$ cat config.mk
export PLATFORM = sky130hd
export DESIGN_NAME = cvt_done_flags
export DESIGN_NICKNAME = d
export VERILOG_FILES = /design/src/rtl/cdf_pkg.sv /design/src/rtl/cdf_rst_sync.sv /design/src/rtl/cdf_pos_decode.sv /design/src/rtl/cdf_access_clear.sv /design/src/rtl/cdf_flag_bank.sv /design/src/rtl/cvt_done_flags.sv
export SDC_FILE = /design/constraint.sdc
export NUM_CORES = 1
export LEC_CHECK = 0
export BUFFER_PORTS_ARGS = -buffer_cell sky130_fd_sc_hd__buf_4
export CAP_MARGIN = 10
export CORE_UTILIZATION = 53
export DETAILED_ROUTE_END_ITERATION = 10
export PLACE_DENSITY_LB_ADDON = 0.12
export SLEW_MARGIN = 20
export SYNTH_ARGS = -nofsm -noshare
export SYNTH_HDL_FRONTEND = slang
export SYNTH_SLANG_ARGS = --single-unit
$ cat constraint.sdc
create_clock -name clk -period 1 [get_ports clk]
set_input_delay 0 -clock clk [delete_from_list [all_inputs] [get_ports clk]]
set_output_delay 0 -clock clk [all_outputs]
set_load 0.005 [all_outputs]
$ cat src/rtl/cdf_pkg.sv
package cdf_pkg;
  typedef enum logic {
    CLR_PAIRED = 1'b0,
    CLR_FAST   = 1'b1
  } clr_mode_e;

  localparam int unsigned DEF_POSITIONS = 8;
endpackage

$ cat src/rtl/cdf_rst_sync.sv
module cdf_rst_sync (
  input  logic clk,
  input  logic rst_n,
  output logic rst_sync_n
);
  logic [1:0] stage_q;

  always_ff @(posedge clk or negedge rst_n) begin
    if (!rst_n) stage_q <= 2'b00;
    else        stage_q <= {stage_q[0], 1'b1};
  end

  assign rst_sync_n = stage_q[1];
endmodule

$ cat src/rtl/cdf_pos_decode.sv
module cdf_pos_decode #(
  parameter int unsigned N  = 8,
  parameter int unsigned IW = 3
) (
  input  logic          vld,
  input  logic [IW-1:0] idx,
  output logic [N-1:0]  hot
);
  for (genvar g = 0; g < N; g++) begin : g_slot
    assign hot[g] = vld && (idx == IW'(g));
  end
endmodule

$ cat src/rtl/cdf_access_clear.sv
module cdf_access_clear
  import cdf_pkg::*;
#(
  parameter int unsigned N = 8
) (
  input  logic       clk,
  input  logic       rst_n,
  input  logic       pwr_en,
  input  clr_mode_e  mode,
  input  logic       seq_clr,
  input  logic       stat_rd,
  input  logic [N-1:0] rd_hot,
  input  logic [N-1:0] flags_q,
  output logic [N-1:0] acc_clr,
  output logic [N-1:0] seen_q
);
  logic [N-1:0] seen_d;
  logic         seen_en;

  // Clear request that comes from register access
  always_comb begin
    acc_clr = '0;
    if (pwr_en) begin
      if (mode == CLR_FAST) acc_clr = rd_hot;
      else                  acc_clr = rd_hot & seen_q;
    end
  end

  // Status-read marks: captured from pre-edge flags, consumed by access clears
  always_comb begin
    seen_en = seq_clr | stat_rd | (|acc_clr);
    if (seq_clr) seen_d = '0;
    else         seen_d = (seen_q | (stat_rd ? flags_q : '0)) & ~acc_clr;
  end

  always_ff @(posedge clk or negedge rst_n) begin
    if (!rst_n)       seen_q <= '0;
    else if (seen_en) seen_q <= seen_d;
  end
endmodule

$ cat src/rtl/cdf_flag_bank.sv
module cdf_flag_bank #(
  parameter int unsigned N = 8
) (
  input  logic         clk,
  input  logic         rst_n,
  input  logic [N-1:0] set_hot,
  input  logic [N-1:0] acc_clr,
  input  logic         seq_clr,
  output logic [N-1:0] flags_q
);
  logic [N-1:0] flags_d;
  logic         flags_en;

  // Priority: sequence clear > set > access clear
  always_comb begin
    flags_en = seq_clr | (|set_hot) | (|acc_clr);
    if (seq_clr) flags_d = '0;
    else         flags_d = (flags_q & ~acc_clr) | set_hot;
  end

  always_ff @(posedge clk or negedge rst_n) begin
    if (!rst_n)        flags_q <= '0;
    else if (flags_en) flags_q <= flags_d;
  end
endmodule

$ cat src/rtl/cvt_done_flags.sv
module cvt_done_flags
  import cdf_pkg::*;
#(
  parameter int unsigned NUM_POS = DEF_POSITIONS,
  localparam int unsigned IDX_W  = (NUM_POS > 1) ? $clog2(NUM_POS) : 1
) (
  input  logic               clk,
  input  logic               rst_n,
  input  logic               done_vld,
  input  logic [IDX_W-1:0]   done_pos,
  input  logic               pwr_en,
  input  logic               fast_clr,
  input  logic               seq_start_wr,
  input  logic               stat_rd,
  input  logic               res_rd,
  input  logic [IDX_W-1:0]   res_idx,
  output logic [NUM_POS-1:0] flags_o
);
  logic               rst_sync_n;
  logic [NUM_POS-1:0] set_hot;
  logic [NUM_POS-1:0] rd_hot;
  logic [NUM_POS-1:0] acc_clr;
  logic [NUM_POS-1:0] seen_q;
  logic [NUM_POS-1:0] flags_q;
  logic               seq_clr;
  clr_mode_e          mode;

  assign mode    = clr_mode_e'(fast_clr);
  assign seq_clr = pwr_en & seq_start_wr;

  cdf_rst_sync u_rst (
    .clk        (clk),
    .rst_n      (rst_n),
    .rst_sync_n (rst_sync_n)
  );

  cdf_pos_decode #(.N(NUM_POS), .IW(IDX_W)) u_set_dec (
    .vld (done_vld),
    .idx (done_pos),
    .hot (set_hot)
  );

  cdf_pos_decode #(.N(NUM_POS), .IW(IDX_W)) u_rd_dec (
    .vld (res_rd),
    .idx (res_idx),
    .hot (rd_hot)
  );

  cdf_access_clear #(.N(NUM_POS)) u_acc (
    .clk     (clk),
    .rst_n   (rst_sync_n),
    .pwr_en  (pwr_en),
    .mode    (mode),
    .seq_clr (seq_clr),
    .stat_rd (stat_rd),
    .rd_hot  (rd_hot),
    .flags_q (flags_q),
    .acc_clr (acc_clr),
    .seen_q  (seen_q)
  );

  cdf_flag_bank #(.N(NUM_POS)) u_bank (
    .clk     (clk),
    .rst_n   (rst_sync_n),
    .set_hot (set_hot),
    .acc_clr (acc_clr),
    .seq_clr (seq_clr),
    .flags_q (flags_q)
  );

  assign flags_o = flags_q;
endmodule

==> parameters.txt, run 1 <==
Parameter                              Value

Setup path
  Minimum setup slack among reg-to-reg paths    0.06 ns
  R2R Path End    u_bank.flags_q[2]
  Number of cells on the critical path    3
  WP data required    1.16 ns
  Beginning of the worst register-to-register path    u_acc.seen_q[2]
  Chain of cells forming the critical path    nor2_1 > o311ai_1 > o31ai_1
  Crit start category    flop
  Sum of buffers and inverters on the critical path    0
  Slowest cell on the critical path    sky130_fd_sc_hd__dfrtp_1
  Worst-path maximum fanout    2
  Max incr delay on CP    0.37 ns
  Critical setup path kind    flop to flop
  Cell family with the largest share of critical-path delay    compound AO/OA/AOI/OAI gates
  Kind of end point of the critical path    flop
  Depth of the worst register-to-register path    3
  Critical path data arrival time    1.10 ns

Power and ir drop
  Pwr/cell area    1504 nW/um^2
  Switching share of power    26.86%
  Part of the power in combinational logic    20.0%
  Int Power    1.187 mW
  P_leak    0.4820 nW
  Switch Pwr    435.7 uW
  Seq pwr share    53.1%
  Proportion of power drawn by the clock network    26.9%
  Highest ir drop seen on vdd    1.043 mV

Global routing
  Maximum number of pins on one net before global-route repair    17
  First-pass GRT wire length    3387 um
  Global router's overall resource usage    25.76%
  Initial antenna violation count    0
  Number of global-route vias before repair    762
  Grt ovf    0

Yosys
  Sequential share of the synthesized area    54.55%
  Synthesized instance count    86
  Distinct cell type count after synthesis    23
  Register bit total from synthesis    18
  Mapped Avg Cell Area    9.602 sq um
  Synthesized Nets    100
  Count of flip-flops with a built-in enable after synthesis    0
  Top cells by count, synth    sky130_fd_sc_hd__dfrtp_1 (18), sky130_fd_sc_hd__nor3_1 (14), sky130_fd_sc_hd__a21oi_1 (9), sky130_fd_sc_hd__nor2_1 (9)
  Dominant synthesized flop cell    sky130_fd_sc_hd__dfrtp_1
  Most numerous cell in the Yosys netlist    sky130_fd_sc_hd__dfrtp_1
  Post-synthesis instance area    825.8 sq um
  Synthesis Warnings    0
  Largest cells by area after synthesis    sky130_fd_sc_hd__dfrtp_1 (55%), sky130_fd_sc_hd__nor3_1 (8.5%), sky130_fd_sc_hd__a21oi_1 (5.5%)
  Cell type with the largest total area after synthesis    sky130_fd_sc_hd__dfrtp_1
  Async set-or-reset flop fraction in the synthesized netlist    100.0%
  Share of the synthesized area in the top cell type    54.55%

Floorplanning
  Row Count    13
  Core box area    1366 sq um
  Starting density of the core    60.44%
  Total Die Area    1720 sq um
  DIE HEIGHT    41.47 um
  Io pins    22
  Width of the die    41.47 um

Finish
  Flip-flop and latch area    450.4 sq um
  Number of fill cells    108
  Finished Core Util    78.94%
  Final Cell Area    1079 sq um
  Layout cell share with drive strength beyond 1    27.43%
  Total Nets Final    128
  Multi-input gate area    364.1 sq um
  Relative area change from synthesis to final layout    30.61%
  Antenna diodes    0

Clocking
  TritonCTS Sinks    18
  Clock root buffer    sky130_fd_sc_hd__clkbuf_4
  Max Root-Sink Buffers    2
  Clock H-tree levels    1
  Later-pin clock latency in the skew report    0.29 ns
  Clock transition at the registers of the reported paths    0.10 ns
  CTS tree    done
  CTS Buf Count    3
  Post-CTS repair timing setup buffer count    0

Drt
  Number of iterations in the first detailed-routing pass    4
  Starting DRT DRC Count    39
  WL final    2119 um
  DRC Markers    0
  Number of vias after detailed routing    793
  Antenna Violating Nets Remaining    0
  Routed len/inst    16.55 um
  Via density per instance    6.195

Placed design
  Instance area after placement    998.5 sq um
  Routability-driven placement congestion ratio    0.8165
  # port buffers    21
  HPWL Detailed    1448 um

STA
  Final Hold Vio Count    0
  Largest clock skew in the final design    0.006657 ns
  Tmin final    0.9431 ns
  Total setup violations reported at the end of the flow    0
  RSZ-0062 raised after global routing    false
  Final period utilization    94.31%
  Number of max-slew violations in the final report    0
  Setup tns final    0 ns
  Peak Freq    1060 MHz

Flow run
  Maximum Capacitance Violations    0

Status
  Result of the run    finished, final reports clean

Min path
  Classification of the worst-slack hold path    primary input to async pin
## metrics by stage
step | cells | worst slack [ns] | total power, mW | hold WS (ns)
global route | 128 | 0.004365 | 1.702 | 0.01010
global placement | 120 | 0.08634 | 1.161 | -0.2166
CTS | 128 | 0.07410 | 1.625 | 0.002732
finish | 128 | 0.05694 | 1.622 | 0.008582
floorplan | 86 | 0.1863 | 1.026 | -0.2956
detailed placement | 120 | 0.007750 | 1.178 | -0.2159
## timing repair
| item | 4_1_cts | 5_1_grt |
|---|---|---|
| gates resized for setup | 0 | 1 |
| hold buffers | 4 | 0 |
| hold endpoints to repair | 6 | 0 |
| endpoints found under the setup margin | 0 | 1 |
## worst register-to-register path, delay by kind of cell (launching register included)
family             cells  cell delay (ns)
AOI/OAI and AO/OA      2             0.38
DFF                    1             0.37
and+or+nand+nor        1             0.06
## flip-flops by register name, indices dropped and copies added (netlist names)
register,count
u_rst.stage_q,2
u_bank.flags_q,8
u_acc.seen_q,8
## layer usage
layer | GRT usage [%] | vias to the layer above | part of all wire, %
met1 | 33.43 | 372 | 40
met4 | 7.742 | 0 | 1.4
met5 | 0 | - | 0
met3 | 3.913 | 4 | 9.7
met2 | 44.38 | 52 | 49
li1 | - | 365 | -
## power by group through the flow
stage | clock, mW | combinational (mW) | sequential [mW]
finish | 0.436 | 0.324 | 0.862
global route | 0.478 | 0.354 | 0.870
CTS | 0.448 | 0.317 | 0.860
detailed placement | 0 | 0.303 | 0.875
global placement | 0 | 0.292 | 0.869
floorplan | 0 | 0.151 | 0.875
## area by class of cell
| cell class | count | share of cell area (%) |
|---|---|---|
| Tap cell | 15 | 1.740 |
| Inverter | 1 | 0.3480 |
| Sequential cell | 18 | 41.76 |
| Timing Repair Buffer | 26 | 19.03 |
| Clock buffer | 4 | 3.364 |
| Multi-Input combinational cell | 64 | 33.76 |
## cell families (layout without fill, tap and decap cells)
logic type | count (synthesis) | after routing | share of synthesized area [%]
simple gates | 40 | 40 | 25.31
buf+inv | 4 | 31 | 1.818
other cells | 1 | 1 | 0.4541
compound gates | 23 | 23 | 17.88
flops | 18 | 18 | 54.55
## cell usage in the layout, fill, tap and decap left out, types with 2 or more instances in the layout
| cell | netlist | layout |
|---|---|---|
| sky130_fd_sc_hd__nor3_1 | 14 | 14 |
| sky130_fd_sc_hd__nand2b_1 | 3 | 3 |
| sky130_fd_sc_hd__dlygate4sd3_1 | 0 | 4 |
| sky130_fd_sc_hd__a21oi_1 | 9 | 8 |
| sky130_fd_sc_hd__clkbuf_4 | 0 | 3 |
| sky130_fd_sc_hd__buf_4 | 0 | 22 |
| sky130_fd_sc_hd__o21ai_1 | 5 | 5 |
| sky130_fd_sc_hd__nor2_1 | 9 | 9 |
| sky130_fd_sc_hd__nand2_1 | 5 | 5 |
| sky130_fd_sc_hd__o31ai_1 | 2 | 2 |
| sky130_fd_sc_hd__o311ai_1 | 5 | 5 |
| sky130_fd_sc_hd__dfrtp_1 | 18 | 18 |
## worst max path at each step
stage / from / endpoint / slack (ns)
global route: u_acc.seen_q[3] / u_bank.flags_q[3] / 0.004
detailed placement: res_idx[2] / u_bank.flags_q[2] / 0.008
floorplan: u_acc.seen_q[2] / u_bank.flags_q[2] / 0.19
CTS: u_acc.seen_q[2] / u_bank.flags_q[2] / 0.07
finish: u_acc.seen_q[2] / u_bank.flags_q[2] / 0.06
global placement: res_idx[2] / u_bank.flags_q[2] / 0.09
(Power assumes the default switching activity.)
==> run 2: changes to the inputs <==
--- a/config.mk
+++ b/config.mk
@@ -9,6 +9,7 @@
 export CAP_MARGIN = 10
 export CORE_UTILIZATION = 53
 export DETAILED_ROUTE_END_ITERATION = 10
+export MAX_ROUTING_LAYER = met4
 export PLACE_DENSITY_LB_ADDON = 0.12
 export SLEW_MARGIN = 20
 export SYNTH_ARGS = -nofsm -noshare
==> constraint.sdc (replaced) <==
create_clock -name clk -period 1.25 [get_ports clk]
set_input_delay 0 -clock clk [delete_from_list [all_inputs] [get_ports clk]]
set_output_delay 0 -clock clk [all_outputs]
set_load 0.005 [all_outputs]
==> run 2 against run 1 <==
Critical path depth is the same. First-iteration DRC count shrank 5.1%. Via count is 2.8% lower. Clock power fell by 35%. Highest routed layer unchanged.
==> parameters.txt, run 2 (synthesis results as in run 1) <==
Parameter                              Value

Setup path
  Number of cells on the critical path    3 (unchanged)
  Crit start category    flop
  WP data required    1.41 ns (+0.25 ns)
  Cell family with the largest share of critical-path delay    compound AO/OA/AOI/OAI gates
  Critical path data arrival time    1.12 ns (+0.02 ns)
  Slowest cell on the critical path    sky130_fd_sc_hd__dfrtp_1
  Max incr delay on CP    0.36 ns (about the same)
  Chain of cells forming the critical path    nor2_1 > o311ai_1 > o31ai_1
  Critical setup path kind    flop to flop
  Depth of the worst register-to-register path    3 (unchanged)
  Worst-path maximum fanout    2 (unchanged)
  Sum of buffers and inverters on the critical path    0 (unchanged)
  Kind of end point of the critical path    flop

STA
  Largest clock skew in the final design    0.002495 ns (-0.004161 ns)
  RSZ-0062 raised after global routing    false
  Slack of the critical path    0.2958 ns (+0.2389 ns)
  Total setup violations reported at the end of the flow    0 (unchanged)
  Number of max-slew violations in the final report    0 (unchanged)
  Final period utilization    76.33% (-18 points)
  Final Hold Vio Count    0 (unchanged)
  Setup tns final    0 ns (unchanged)
  Peak Freq    1048 MHz (-1.2%)
  Tmin final    0.9542 ns (+0.01109 ns)

Floorplanning
  Io pins    22 (unchanged)
  Width of the die    41.47 um (unchanged)
  Core box area    1366 sq um (unchanged)
  Row Count    13 (unchanged)
  DIE HEIGHT    41.47 um (unchanged)
  Total Die Area    1720 sq um (unchanged)
  Starting density of the core    60.44% (unchanged)

Finish
  Flip-flop and latch area    450.4 sq um (unchanged)
  Relative area change from synthesis to final layout    27.27%
  Layout cell share with drive strength beyond 1    26.13% (-1.3 points)
  Multi-input gate area    360.3 sq um (-1.0%)
  Most frequent standard cell in the layout excluding fill and tap cells    sky130_fd_sc_hd__buf_4
  Final Cell Area    1051 sq um (-2.6%)
  Total Nets Final    127 (-0.78%)
  Biggest regs    u_acc.seen_q (8), u_bank.flags_q (8), u_rst.stage_q (2)
  Leading cell types in the layout, fill and taps excluded    sky130_fd_sc_hd__buf_4 (22), sky130_fd_sc_hd__dfrtp_1 (18), sky130_fd_sc_hd__nor3_1 (14)
  Antenna diodes    0 (unchanged)
  Number of fill cells    108 (unchanged)
  Finished Core Util    76.92% (-2.0 points)

Global routing
  Number of global-route vias before repair    716 (-6.0%)
  Initial antenna violation count    0 (unchanged)
  Global router's overall resource usage    25.55% (-0.22 points)
  Grt ovf    0 (unchanged)
  Maximum number of pins on one net before global-route repair    17 (unchanged)
  First-pass GRT wire length    3167 um (-6.5%)

Power and ir drop
  Overall power consumption    1.224 mW (-25%)
  P_leak    0.4705 nW (-2.4%)
  Highest ir drop seen on vdd    0.8485 mV (-19%)
  Pwr/cell area    1164 nW/um^2 (-23%)

Placed design
  HPWL Detailed    1405 um (-3.0%)
  Pre-CTS setup slack    0.2496 ns (+0.2419 ns)
  # port buffers    21 (unchanged)
  Instance area after placement    998.5 sq um (unchanged)
  Routability-driven placement congestion ratio    0.8279 (+1.4%)

Drt
  Via density per instance    6.119 (-1.2%)
  Number of iterations in the first detailed-routing pass    4 (unchanged)
  DRC Markers    0 (unchanged)
  Starting DRT DRC Count    37 (-5.1%)
  WL final    1968 um (-7.1%)
  Antenna Violating Nets Remaining    0 (unchanged)
  Routed len/inst    15.62 um (-5.7%)
  Number of vias after detailed routing    771 (-2.8%)

Clocking
  Max Root-Sink Buffers    2 (unchanged)
  Later-pin clock latency in the skew report    0.29 ns (about the same)
  TritonCTS Sinks    18 (unchanged)
  Clock H-tree levels    1 (unchanged)
  Clock root buffer    sky130_fd_sc_hd__clkbuf_4
  Clock transition at the registers of the reported paths    0.10 ns (about the same)
  Count of instances resized after the clock tree is built    0 (unchanged)
  CTS Buf Count    3 (unchanged)
  CTS tree    done

Min path
  Classification of the worst-slack hold path    primary input to async pin

Status
  Result of the run    finished, final reports clean

Flow run
  Maximum Capacitance Violations    0 (unchanged)
==> run 2: per-stage QoR <==
step           hold WS, ns  std cells
2_1_floorplan      -0.2956         86
3_3_place_gp       -0.2166        120
3_5_place_dp       -0.2159        120
4_1_cts           0.008751        126
5_1_grt            0.01231        126
6_report          0.005259        126
==> run 2: worst paths after layout <==
path	from	to	slack, ns
worst max-delay path	u_acc.seen_q[3]	u_bank.flags_q[3]	0.30
worst min-delay path	rst_n	u_rst.stage_q[0]	0.005
worst max register to register	u_acc.seen_q[3]	u_bank.flags_q[3]	0.30
worst min register to register	u_rst.stage_q[1]	u_bank.flags_q[7]	0.18
max in group asynchronous	u_rst.stage_q[1]	u_bank.flags_q[0]	0.89
min in group clk	done_vld	u_bank.flags_q[4]	0.01
==> run 2: repair_timing <==
item / in CTS / in global routing
setup buffers: 0 / 0
endpoints found under the hold margin: 6 / 0
hold buffers: 3 / 0
==> run 2: area by class of cell <==
type / count / share of cell area, %
clock buffers: 3 / 2.143
well taps: 15 / 1.786
multi-input cells: 64 / 34.29
flip-flops and latches: 18 / 42.86
inverters: 1 / 0.3571
repair buffers: 25 / 18.57
==> run 2: power by group <==
part / switching [mW] / leakage [nW] / internal (mW)
Combinational: 0.130 / 0.221 / 0.122
Clock: 0.171 / 0.0138 / 0.112
Sequential: 0.0422 / 0.236 / 0.647
==> run 2: per-layer routing <==
metal	up-vias	global-route usage, %	routed length, um
li1	364	-	-
met4	0	9.677	21
met5	-	-	0
met1	361	31.40	818
met3	4	4.348	149
met2	42	42.19	979
==> run 3: changes to the inputs <==
--- a/config.mk
+++ b/config.mk
@@ -5,9 +5,11 @@
 export SDC_FILE = /design/constraint.sdc
 export NUM_CORES = 1
 export LEC_CHECK = 0
+export ABC_AREA = 1
 export BUFFER_PORTS_ARGS = -buffer_cell sky130_fd_sc_hd__buf_4
 export CAP_MARGIN = 10
-export CORE_UTILIZATION = 53
+export CORE_ASPECT_RATIO = 1.25
+export CORE_UTILIZATION = 50
 export DETAILED_ROUTE_END_ITERATION = 10
 export MAX_ROUTING_LAYER = met4
 export PLACE_DENSITY_LB_ADDON = 0.12
==> constraint.sdc (replaced) <==
create_clock -name clk -period 0.9 [get_ports clk]
set_input_delay 0 -clock clk [delete_from_list [all_inputs] [get_ports clk]]
set_output_delay 0 -clock clk [all_outputs]
set_load 0.005 [all_outputs]
==> run 3 against run 2 <==
Sequential cell count unchanged. Routed wire length down 3.7%. Largest power group unchanged. Global-route usage down 2.4 points. Sequential share of layout area down 1.6 points. The run now ends with negative hold slack left. Clock power up 36%. Critical path depth down 2. Critical path type is now flop to output pin.
==> parameters.txt, run 3 <==
Parameter                              Value

Yosys
  Largest cells by area after synthesis    sky130_fd_sc_hd__dfrtp_1 (52%), sky130_fd_sc_hd__nand2_1 (14%), sky130_fd_sc_hd__nor2_1 (10%)
  Cell type with the largest total area after synthesis    sky130_fd_sc_hd__dfrtp_1
  Async set-or-reset flop fraction in the synthesized netlist    100.0% (unchanged)
  Post-synthesis instance area    867.1 sq um (+5.0%)
  Dominant synthesized flop cell    sky130_fd_sc_hd__dfrtp_1
  Sequential share of the synthesized area    51.95% (-2.6 points)
  Count of flip-flops with a built-in enable after synthesis    0 (unchanged)
  Synthesized instance count    114 (+33%)
  Top cells by count, synth    sky130_fd_sc_hd__nand2_1 (33), sky130_fd_sc_hd__nor2_1 (24), sky130_fd_sc_hd__dfrtp_1 (18), sky130_fd_sc_hd__nand3_1 (12), sky130_fd_sc_hd__a21oi_1 (9)
  Distinct cell type count after synthesis    12 (-48%)
  Most numerous cell in the Yosys netlist    sky130_fd_sc_hd__nand2_1
  Synthesis Warnings    0 (unchanged)
  Register bit total from synthesis    18 (unchanged)
  Mapped Avg Cell Area    7.606 sq um (-21%)
  Synthesized Nets    128 (+28%)
  Share of the synthesized area in the top cell type    51.95% (-2.6 points)

Placed design
  Pre-CTS setup slack    0.09438 ns (-0.1553 ns)
  Routability-driven placement congestion ratio    0.7553 (-8.8%)
  HPWL Detailed    1417 um (+0.84%)
  # port buffers    21 (unchanged)
  Instance area after placement    1040 sq um (+4.1%)

Clocking
  TritonCTS Sinks    18 (unchanged)
  CTS Buf Count    3 (unchanged)
  Clock transition at the registers of the reported paths    0.09 ns (about the same)
  CTS tree    done
  Later-pin clock latency in the skew report    0.29 ns (about the same)
  Post-CTS repair timing setup buffer count    0 (unchanged)
  Max Root-Sink Buffers    2 (unchanged)
  Clock root buffer    sky130_fd_sc_hd__clkbuf_4
  Clock H-tree levels    1 (unchanged)

Global routing
  Global router's overall resource usage    23.12% (-2.4 points)
  Met2 routing resource usage after global routing    35.56% (-6.6 points)
  Grt ovf    0 (unchanged)
  Maximum number of pins on one net before global-route repair    17 (unchanged)
  GRT met3 Usage    4.128% (-0.22 points)
  Initial antenna violation count    0 (unchanged)
  Layer with the highest usage after global routing    met2
  Number of global-route vias before repair    756 (+5.6%)
  Global routing met1 resource utilization    30.46% (-0.93 points)
  First-pass GRT wire length    3070 um (-3.1%)

Setup path
  Max incr delay on CP    0.41 ns (+0.05 ns)
  Critical setup path kind    flop to output pin
  Slowest cell on the critical path    sky130_fd_sc_hd__dfrtp_1
  Cell family with the largest share of critical-path delay    flip-flops
  Sum of buffers and inverters on the critical path    1 (+1)
  WP data required    0.90 ns (-0.51 ns)
  Crit start category    flop
  Worst-path maximum fanout    3 (+1)
  Kind of end point of the critical path    output pin
  Chain of cells forming the critical path    buf_4
  Critical path data arrival time    0.85 ns (-0.27 ns)

Drt
  DRC Markers    0 (unchanged)
  Routed len/inst    11.99 um (-23%)
  Starting DRT DRC Count    12 (-68%)
  Via density per instance    5.139 (-16%)
  Antenna Violating Nets Remaining    0 (unchanged)
  WL final    1895 um (-3.7%)
  Number of iterations in the first detailed-routing pass    4 (unchanged)
  Number of vias after detailed routing    812 (+5.3%)

STA
  Number of max-slew violations in the final report    0 (unchanged)
  Min Hold Slack    -0.0002615 ns (-0.005520 ns)
  RSZ-0062 raised after global routing    true
  Total setup violations reported at the end of the flow    0 (unchanged)
  Tmin final    0.8464 ns
  Peak Freq    1182 MHz
  Final period utilization    94.04%
  Setup tns final    0 ns (unchanged)
  Final Hold Vio Count    1 (+1)
  Largest clock skew in the final design    0.0004731 ns (-0.002022 ns)
  Slack of the critical path    0.05364 ns (-0.2422 ns)

Floorplanning
  Total Die Area    1906 sq um (+11%)
  Core box area    1602 sq um (+17%)
  Width of the die    39.25 um (-5.4%)
  DIE HEIGHT    48.56 um (+17%)
  Io pins    22 (unchanged)
  Row Count    16 (+3)
  Starting density of the core    54.14% (-6.3 points)

Finish
  Most frequent standard cell in the layout excluding fill and tap cells    sky130_fd_sc_hd__nand2_1
  Final Cell Area    1092 sq um (+3.9%)
  Antenna diodes    0 (unchanged)
  Biggest regs    u_acc.seen_q (8), u_bank.flags_q (8), u_rst.stage_q (2)
  Finished Core Util    68.20% (-8.7 points)
  Number of fill cells    148 (+37%)
  Multi-input gate area    360.3 sq um (unchanged)
  Relative area change from synthesis to final layout    25.97%
  Leading cell types in the layout, fill and taps excluded    sky130_fd_sc_hd__nand2_1 (33), sky130_fd_sc_hd__nor2_1 (24), sky130_fd_sc_hd__buf_4 (24)
  Total Nets Final    156 (+23%)
  Layout cell share with drive strength beyond 1    21.43% (-4.7 points)
  Flip-flop and latch area    450.4 sq um (unchanged)

Power and ir drop
  P_leak    0.6185 nW (+31%)
  Switching share of power    27.19% (-0.80 points)
  Proportion of power drawn by the clock network    23.0% (about the same)
  Highest ir drop seen on vdd    1.109 mV (+31%)
  Int Power    1.221 mW (+39%)
  Pwr/cell area    1536 nW/um^2 (+32%)
  Seq pwr share    56.7% (+0.4 points)
  Switch Pwr    456.1 uW (+33%)
  Part of the power in combinational logic    20.3% (-0.3 points)

Flow run
  Maximum Capacitance Violations    0 (unchanged)

Status
  Result of the run    finished, violations left
  Violated checks    negative hold slack

Min path
  Classification of the worst-slack hold path    primary input to flop
==> run 3: stage by stage <==
step	total power, mW	std cells
after floorplan	1.147	114
after global placement	1.284	152
after detailed placement	1.297	152
after CTS	1.674	157
after global routing	1.772	158
final	1.677	158
==> run 3: layout make-up <==
type / instances / share of cell area [%]
sequential: 18 / 41.24
multi-input combinational: 85 / 32.99
timing repair buffer: 27 / 19.24
inverter: 7 / 2.405
clock buffer: 3 / 2.062
tap: 18 / 2.062
==> run 3: repair_timing <==
item,4_1_cts,5_1_grt
endpoints found under the hold margin,3,1
hold buffers,2,1
setup endpoints to repair,0,5
resized for setup,0,0
==> run 3: routing by layer <==
metal / vias to the layer above / part of all wire [%]
met5: - / 0
met4: 0 / 1.9
met3: 5 / 4.6
met2: 25 / 49
met1: 370 / 44
li1: 412 / -
==> run 3: path summary, 6_finish.rpt <==
| check | to | slack, ns | depth (start not counted) | startpoint |
|---|---|---|---|---|
| min reg2reg | u_bank.flags_q[1] | 0.18 | 1 | u_rst.stage_q[1] |
| max in group asynchronous | u_bank.flags_q[5] | 0.54 | 1 | u_rst.stage_q[1] |
| max | flags_o[1] | 0.05 | 1 | u_bank.flags_q[1] |
| max reg2reg | u_acc.seen_q[2] | 0.07 | 5 | u_acc.seen_q[2] |
| min in group asynchronous | u_rst.stage_q[1] | 0.02 | 2 | rst_n |
| min | u_bank.flags_q[3] | -0.0003 | 4 | done_pos[2] |
==> run 3: power groups by stage <==
stage          registers [mW]  logic, mW  clock network, mW
2_1_floorplan           0.971      0.176                  0
3_3_place_gp            0.964      0.320                  0
3_5_place_dp            0.966      0.331                  0
4_1_cts                 0.950      0.338              0.386
5_1_grt                 0.961      0.382              0.428
6_report                0.951      0.340              0.385
==> run 3: cell families after synthesis <==
kind of cell,after synthesis,synth area share (%)
buffers and inverters,11,6.493
and+or+nand+nor,75,35.93
DFF,18,51.95
AOI/OAI and AO/OA,9,5.194
other,1,0.4325
